===== src/rtl/irq_pkg.sv =====
package irq_pkg;
  typedef enum logic [1:0] {
    CLS_NC   = 2'd0,
    CLS_CRIT = 2'd1,
    CLS_DBG  = 2'd2
  } irq_cls_e;

  localparam int NUM_CLS = 3;
endpackage


===== src/rtl/irq_arbiter.sv =====
module irq_arbiter
  import irq_pkg::*;
(
  input  logic     dbg_req,
  input  logic     crit_req,
  input  logic     nc_req,
  input  logic     nc_async,
  input  logic     ee,
  input  logic     ce,
  input  logic     de,
  input  logic     hold,
  output logic     take,
  output irq_cls_e cls
);
  logic d_ok, c_ok, n_ok;

  always_comb begin
    d_ok = dbg_req & de;
    c_ok = crit_req & ce;
    n_ok = nc_req & (ee | ~nc_async);
    take = 1'b0;
    cls  = CLS_NC;
    if (!hold) begin
      if (d_ok) begin
        take = 1'b1;
        cls  = CLS_DBG;
      end else if (c_ok) begin
        take = 1'b1;
        cls  = CLS_CRIT;
      end else if (n_ok) begin
        take = 1'b1;
        cls  = CLS_NC;
      end
    end
  end
endmodule


===== src/rtl/irq_save_pair.sv =====
module irq_save_pair #(
  parameter int AW = 32,
  parameter int SW = 32
) (
  input  logic          clk,
  input  logic          rst_n,
  input  logic          wr_en,
  input  logic [AW-1:0] pc_d,
  input  logic [SW-1:0] st_d,
  output logic [AW-1:0] pc_q,
  output logic [SW-1:0] st_q
);
  always_ff @(posedge clk) begin
    if (!rst_n) begin
      pc_q <= '0;
      st_q <= '0;
    end else if (wr_en) begin
      pc_q <= pc_d;
      st_q <= st_d;
    end
  end

  assert_pair_hold_R10: assert property (@(posedge clk) disable iff (!rst_n)
    !wr_en |=> ($stable(pc_q) && $stable(st_q)));
endmodule


===== src/rtl/irq_entry_ctrl.sv =====
module irq_entry_ctrl
  import irq_pkg::*;
#(
  parameter int AW     = 32,
  parameter int SW     = 32,
  parameter int EE_BIT = 15,
  parameter int CE_BIT = 17,
  parameter int DE_BIT = 9
) (
  input  logic          clk,
  input  logic          rst_n,
  input  logic          dbg_cfg_en,
  input  logic [1:0]    clr_de_ctl,
  input  logic          dbg_req,
  input  logic          crit_req,
  input  logic          nc_req,
  input  logic          nc_async,
  input  logic          resume_next,
  input  logic [AW-1:0] cur_pc,
  input  logic [AW-1:0] next_pc,
  input  logic [SW-1:0] status_in,
  input  logic          ret_nc,
  input  logic          ret_crit,
  input  logic          ret_dbg,
  output logic          take,
  output logic [1:0]    take_cls,
  output logic          status_wr,
  output logic [SW-1:0] status_out,
  output logic          restore,
  output logic [AW-1:0] restore_pc,
  output logic          illegal_op
);
  localparam logic [SW-1:0] EE_M = SW'(1) << EE_BIT;
  localparam logic [SW-1:0] CE_M = SW'(1) << CE_BIT;
  localparam logic [SW-1:0] DE_M = SW'(1) << DE_BIT;

  irq_cls_e      cls, dest, src;
  logic          any_ret;
  logic [1:0]    eff_ctl;
  logic [AW-1:0] save_pc;
  logic [SW-1:0] entry_st, clr_m;
  logic [NUM_CLS-1:0] wr_en;
  logic [AW-1:0] pc_q [NUM_CLS];
  logic [SW-1:0] st_q [NUM_CLS];

  assign any_ret = ret_nc | ret_crit | ret_dbg;

  irq_arbiter u_arb (
    .dbg_req  (dbg_req),
    .crit_req (crit_req),
    .nc_req   (nc_req),
    .nc_async (nc_async),
    .ee       (status_in[EE_BIT]),
    .ce       (status_in[CE_BIT]),
    .de       (status_in[DE_BIT]),
    .hold     (any_ret),
    .take     (take),
    .cls      (cls)
  );

  assign take_cls = cls;
  assign dest     = (cls == CLS_DBG && !dbg_cfg_en) ? CLS_CRIT : cls;
  assign save_pc  = resume_next ? next_pc : cur_pc;
  assign eff_ctl  = dbg_cfg_en ? clr_de_ctl : 2'b11;

  always_comb begin
    clr_m = EE_M;
    unique case (cls)
      CLS_DBG:  clr_m = EE_M | CE_M | DE_M;
      CLS_CRIT: clr_m = EE_M | CE_M | (eff_ctl[1] ? DE_M : '0);
      default:  clr_m = EE_M | (eff_ctl[0] ? DE_M : '0);
    endcase
    entry_st = status_in & ~clr_m;
  end

  for (genvar k = 0; k < NUM_CLS; k++) begin : g_pair
    localparam logic [1:0] KC = 2'(k);
    assign wr_en[k] = take && (dest == irq_cls_e'(KC));
    irq_save_pair #(.AW(AW), .SW(SW)) u_pair (
      .clk   (clk),
      .rst_n (rst_n),
      .wr_en (wr_en[k]),
      .pc_d  (save_pc),
      .st_d  (status_in),
      .pc_q  (pc_q[k]),
      .st_q  (st_q[k])
    );
  end

  always_comb begin
    restore    = 1'b0;
    illegal_op = 1'b0;
    src        = CLS_NC;
    if (ret_dbg) begin
      if (dbg_cfg_en) begin
        restore = 1'b1;
        src     = CLS_DBG;
      end else begin
        illegal_op = 1'b1;
      end
    end else if (ret_crit) begin
      restore = 1'b1;
      src     = CLS_CRIT;
    end else if (ret_nc) begin
      restore = 1'b1;
    end
  end

  always_comb begin
    status_wr  = restore | take;
    restore_pc = restore ? pc_q[src] : '0;
    if (restore)   status_out = st_q[src];
    else if (take) status_out = entry_st;
    else           status_out = '0;
  end

  assert_one_pair_R1: assert property (@(posedge clk) disable iff (!rst_n)
    $onehot0(wr_en));
  assert_ret_blocks_take_R9: assert property (@(posedge clk) disable iff (!rst_n)
    any_ret |-> !take);
  assert_illegal_no_restore_R7: assert property (@(posedge clk) disable iff (!rst_n)
    illegal_op |-> (!restore && !status_wr));
  assert_ee_cleared_R4: assert property (@(posedge clk) disable iff (!rst_n)
    (take && !restore) |-> !status_out[EE_BIT]);
  assert_dbg_shared_R5: assert property (@(posedge clk) disable iff (!rst_n)
    (take && take_cls == 2'd2 && !dbg_cfg_en) |=> (pc_q[CLS_CRIT] == $past(save_pc)));
endmodule


===== config.mk =====
export PLATFORM = sky130hd
export DESIGN_NAME = irq_entry_ctrl
export DESIGN_NICKNAME = d
export VERILOG_FILES = /design/src/rtl/irq_pkg.sv /design/src/rtl/irq_arbiter.sv /design/src/rtl/irq_save_pair.sv /design/src/rtl/irq_entry_ctrl.sv
export SDC_FILE = /design/constraint.sdc
export NUM_CORES = 1
export LEC_CHECK = 0
export CAP_MARGIN = 5
export CORE_MARGIN = 2
export CORE_UTILIZATION = 53
export CTS_CLUSTER_DIAMETER = 50
export DETAILED_ROUTE_END_ITERATION = 6
export GPL_TIMING_DRIVEN = 1
export PLACE_DENSITY = 0.86
export SLEW_MARGIN = 40
export SYNTH_ARGS = -nofsm -noshare
export SYNTH_HDL_FRONTEND = slang
export SYNTH_SLANG_ARGS = --single-unit

===== constraint.sdc =====
create_clock -name clk -period 4.3 [get_ports clk]
set_clock_uncertainty 0.1 [all_clocks]
set_input_delay 0.645 -clock clk [delete_from_list [all_inputs] [get_ports clk]]
set_output_delay 0.645 -clock clk [all_outputs]
set_load 0.03 [all_outputs]

Word-level counts from Yosys, hierarchy flattened

Cells that the tools add are included.

Flip-flop bits (word level): 192
Input bits: 109
Output and inout port bits: 70
Word-level logic and storage cells: 59

Magnitude comparators: 1
Eq/ne operators: 4
Muxes and demuxes: 31
Bitwise gates (word level): 11
Reduce and logical (&&, ||, !) cells: 6

Operators with widths:

| kind                                          | count |
|---|---|
| two-way mux 32 bit                            | 8 |
| binary-select mux 32 bit (select 2 bit)       | 2 |
| one-hot mux 18 bit (2 select lines)           | 1 |
| bitwise AND 32 bit                            | 1 |
| inverter 18 -> 32 bit                         | 1 |
| two-way mux 10 bit                            | 2 |
| two-way mux 1 bit                             | 12 |
| two-way mux 2 bit                             | 6 |
| == test 2 x 1 -> 1 bit, second input constant | 2 |
| == test 2 bit, second input constant          | 2 |
| logical AND 1 bit                             | 4 |
| bitwise OR 1 bit                              | 4 |
| bitwise AND 1 bit                             | 3 |
| >= comparator 3 bit, second input constant    | 1 |
| inverter 2 -> 3 bit                           | 1 |
| zero test 2 bit                               | 1 |
| zero test 1 bit                               | 1 |
| inverter 1 bit                                | 1 |

Depth between registers and ports, before layout

Depth after elaboration: 10
Gate-level depth with buffers: 13
Gate-level depth less buffers: 8

By module

Synthesis repeated with hierarchy kept, for this count alone.

Cells, all modules: 946
Area, all modules: 9665.5 µm²

Modules (own cells, without submodules):

| module         | times used | cells an instance | area an instance (µm²) | sequential area each (µm²) |
|---|---|---|---|---|
| irq_save_pair  | 3          | 206               | 2451.1                 | 1281.2 |
| irq_entry_ctrl | 1          | 321               | 2273.4                 | 0.0 |
| irq_arbiter    | 1          | 7                 | 38.8                   | 0.0 |

Worst setup path before layout

Ideal clock, no wire load.

Path kind: input to output
Start point: input port ret_dbg
End point: output port status_out[9]
Arrival time: 2.787 ns
Data required time: 3.555 ns
Setup slack: 0.768 ns
Stages: 11
Path buffers: 3
Cells stage by stage: or3_1 buf_2 a21oi_1 buf_2 buf_2 nand3_1 ha_1 nor2b_1 o21ai_0 o31ai_1 a32o_1

Longest elaborated chain between the ends: 8
Elaborated cells between the ends (all ways): 16
Those cells by class: eq/ne (2); mux (10); bitwise (4)

RTL lines:

| element                                                 | RTL line              | source |
|---|---|---|
| start: declaration                                      | irq_entry_ctrl.sv:24  | `input logic ret_dbg,` |
| bitwise OR 1 bit                                        | irq_entry_ctrl.sv:46  | `assign any_ret = ret_nc \| ret_crit \| ret_dbg;` |
| two-way mux 2 bit                                       | irq_arbiter.sv:23     | `if (!hold) begin` |
| == test 2 x 1 -> 1 bit or == test 2 bit (tied branches) | irq_entry_ctrl.sv:68  | `unique case (cls)` |
| one-hot mux 18 bit (2 select lines)                     | irq_entry_ctrl.sv:68  |  |
| inverter 18 -> 32 bit                                   | irq_entry_ctrl.sv:73  | `entry_st = status_in & ~clr_m;` |
| bitwise AND 32 bit                                      | irq_entry_ctrl.sv:73  |  |
| two-way mux 32 bit                                      | irq_entry_ctrl.sv:113 | `else if (take) status_out = entry_st;` |
| two-way mux 32 bit *                                    | irq_entry_ctrl.sv:112 | `if (restore) status_out = st_q[src];` |
| end: declaration                                        | irq_entry_ctrl.sv:28  | `output logic [SW-1:0] status_out,` |

Mark *: on every way between the ends. The rest lies on a longest branch, timed or not. The select of a mux whose other input is x is not followed.

Worst setup path in the final report

Start point: input port ret_dbg
End point: output port status_out[17]

Same word-level chain as after synthesis.

==> impl_results.md <==
- Worst Setup Start Kind: input port
- Setup crit start: ret_dbg
- Yosys warnings: 0
- Clk root buf: clkbuf_16
- Crit Path Class: input port to output port
- P_leak: 0.00535 uW
- Setup_tns: 0 ps
- Num CTS Buffers: 17
- Hold Vio Cnt, Final: 0
- Syn avg cell area: 8.75 um^2
- CTS Sinks: 192
- Most common cell after layout, fill and taps aside: nand2_1
- Total track usage: 25.2%
- Reg2reg end: g_pair[0].u_pair.st_q[14]
- Post-CTS Setup Bufs: 0
- ANT nets after route: 0
- Vias in the first global route: 8208
- I/O pin count: 179
- Synth Cell Area: 0.00963 mm^2
- Pwr Density: 329 mW/mm^2
- Clk pin slew, worst setup/hold paths: 60 ps
- Final #Nets: 1326
- Cells after Synth: 1100
- Routed length per placed instance: 17.0 um
- RePlAce Congestion: 0.792
- Grt ovf: 0
- First-pass DRT Iterations: 6
- Yosys reg bits: 192
- Setup Viol. Count Final: 0
- Global-route wire length before repair: 40.7 mm
- CTS tree: built
- MaxCap Viol Count: 0
- ANT cells: 0
- Post-detail-place hpwl: 15.5 mm
- Total core area: 0.0179 mm^2
- Die height: 139 um
- Hold WC Path Type: flip-flop to flip-flop
- Number of vias in the routed layout: 8358
- Largest net degree at the start of global routing: 140
- Total wire length: 24.7 mm
- Register area share after synthesis: 39.9%
- Die area: 0.0193 mm^2
- Post-Syn Nets: 1211
- # rows: 49
- Initial antenna violation count: 0
- Arr. time, crit path: 3260 ps
- Slew Limit Fails: 0
- H-tree depth reported by CTS: 4
- Die Wd: 139 um
- FF-to-FF setup slack: 3450 ps
- VDD IR max: 0.000301 V
- Crit path to: status_out[17]
- Area post-placement: 0.0115 mm^2
- Most frequent cells in the layout: nand2_1 (194), dfxtp_1 (192), clkdlybuf4s50_1 (174)
- Clock buffer depth: 2
- Crit path max fanout: 20
- Post-route cell area: 0.0121 mm^2
- Layout cells sized above 1: 5.38%
- Clock latency on the worst-skew pair: 430 ps
- Period utilization: 93.1%
- Critical Path End Type: output port
- Worst-margin pin slew: 808 ps
- RSZ-0062 raised after global routing: no
- Placement Setup Slack: 160 ps
- Crit Reg-Reg Startpoint: g_pair[0].u_pair.st_q[14]
- IO Port Bufs: 178
- Slew HR: 46.1%
- R2R cell count: 2
- Minimum clock period after layout: 4000 ps
- Starting DRC count in detailed routing: 668
- DRC viols: 0
- Initial Util: 53.8%
- Max Clock Freq: 250 MHz
- Min-delay src: g_pair[2].u_pair.st_q[18]
- Run status: completed
- Worst Setup Slack, final: 297 ps
- DR vias/cell: 5.74
- Finished Layout Cells: 1455
- Area growth syn-to-layout: 25.2%
- Netlist cell types: 32
- WP data required: 3560 ps
- Cells after DPL: 1425
[critical path: stages]
cell,delay (ps)
clkdlybuf4s50_1,420
buf_4,160
nor3_1,320
or2_2,540
inv_1,110
buf_4,230
a32o_1,230
clkdlybuf4s50_1,590
[worst min path at each step]
| stage | end | depth (start not counted) |
|---|---|---|
| CTS | g_pair[1].u_pair.st_q[19] | 2 |
| finish | g_pair[2].u_pair.st_q[18] | 2 |
| floorplan | g_pair[1].u_pair.pc_q[0] | 2 |
| detailed placement | g_pair[1].u_pair.st_q[19] | 2 |
| global route | g_pair[1].u_pair.pc_q[18] | 2 |
| global placement | g_pair[2].u_pair.st_q[29] | 2 |
[synthesized netlist by cell type]
cell / number / area share [%]
dfxtp_1: 192 / 40
mux2i_1: 160 / 17
nor3_4: 1 / 0.17
a21boi_1: 11 / 0.86
nor2b_1: 3 / 0.19
nand2b_1: 36 / 2.3
a31oi_1: 1 / 0.065
o31ai_1: 1 / 0.078
buf_6: 9 / 1.1
a32o_1: 2 / 0.21
or2_2: 1 / 0.065
a21boi_0: 52 / 4.1
a211oi_1: 33 / 2.6
o21ai_0: 33 / 1.7
nand2_1: 195 / 7.6
or3_1: 2 / 0.13
nand4_1: 1 / 0.065
and4_1: 1 / 0.091
a21oi_1: 33 / 1.7
nor3_1: 2 / 0.10
o211a_1: 64 / 6.7
ha_1: 2 / 0.26
buf_1: 6 / 0.23
o21a_1: 1 / 0.078
buf_2: 26 / 1.4
nand3_1: 67 / 3.5
nor2_1: 65 / 2.5
a22o_1: 29 / 2.6
buf_4: 7 / 0.55
mux2_2: 1 / 0.12
inv_1: 3 / 0.12
clkbuf_1: 60 / 2.3
[where the power goes]
group	total (uW)	internal [uW]	switching (uW)
combinational	641	285	356
sequential	1820	1810	13.7
clock	1500	849	652
[area by class of cell]
| cell class | count | area (um^2) |
|---|---|---|
| well taps | 229 | 287 |
| multi-input cells | 797 | 5300 |
| inverters | 3 | 11.3 |
| repair buffers | 204 | 2070 |
| clock inverters | 6 | 57.6 |
| fillers | 1455 | 5850 |
| clock buffers | 24 | 492 |
| flip-flops and latches | 192 | 3840 |
[state kept, by name, indices dropped and copies added, names as in the netlist]
register / cells
g_pair.u_pair.pc_q: 96
g_pair.u_pair.st_q: 96
[kinds of logic after synthesis]
logic type / synth area share, %
compound gates: 20.6
buf+inv: 5.64
mux: 16.8
fa+ha+maj: 0.260
simple gates: 16.8
flops: 39.9
[metrics by stage]
step / total power (uW) / util, % / hold slack, ps
after floorplan: 2220 / - / 334
after global placement: 2490 / 64.2 / 341
after detailed placement: 2490 / 64.2 / 347
after CTS: 3970 / 67.3 / 357
after global routing: 4080 / 67.3 / 377
final: 3960 / 67.3 / 354
[routing by layer]
layer | track usage [%] | share of wire, %
met1 | 33.8 | 45
met2 | 42.4 | 48
met3 | 4.25 | 5.5
met4 | 6.80 | 1.5
met5 | 0 | 0
[timing repair]
| action | CTS | global route |
|---|---|---|
| gates resized for setup | 0 | 1 |
| setup endpoints to repair | 0 | 1 |
| hold buffers | 0 | 0 |
Note: power is estimated with default switching activity, not from simulation.
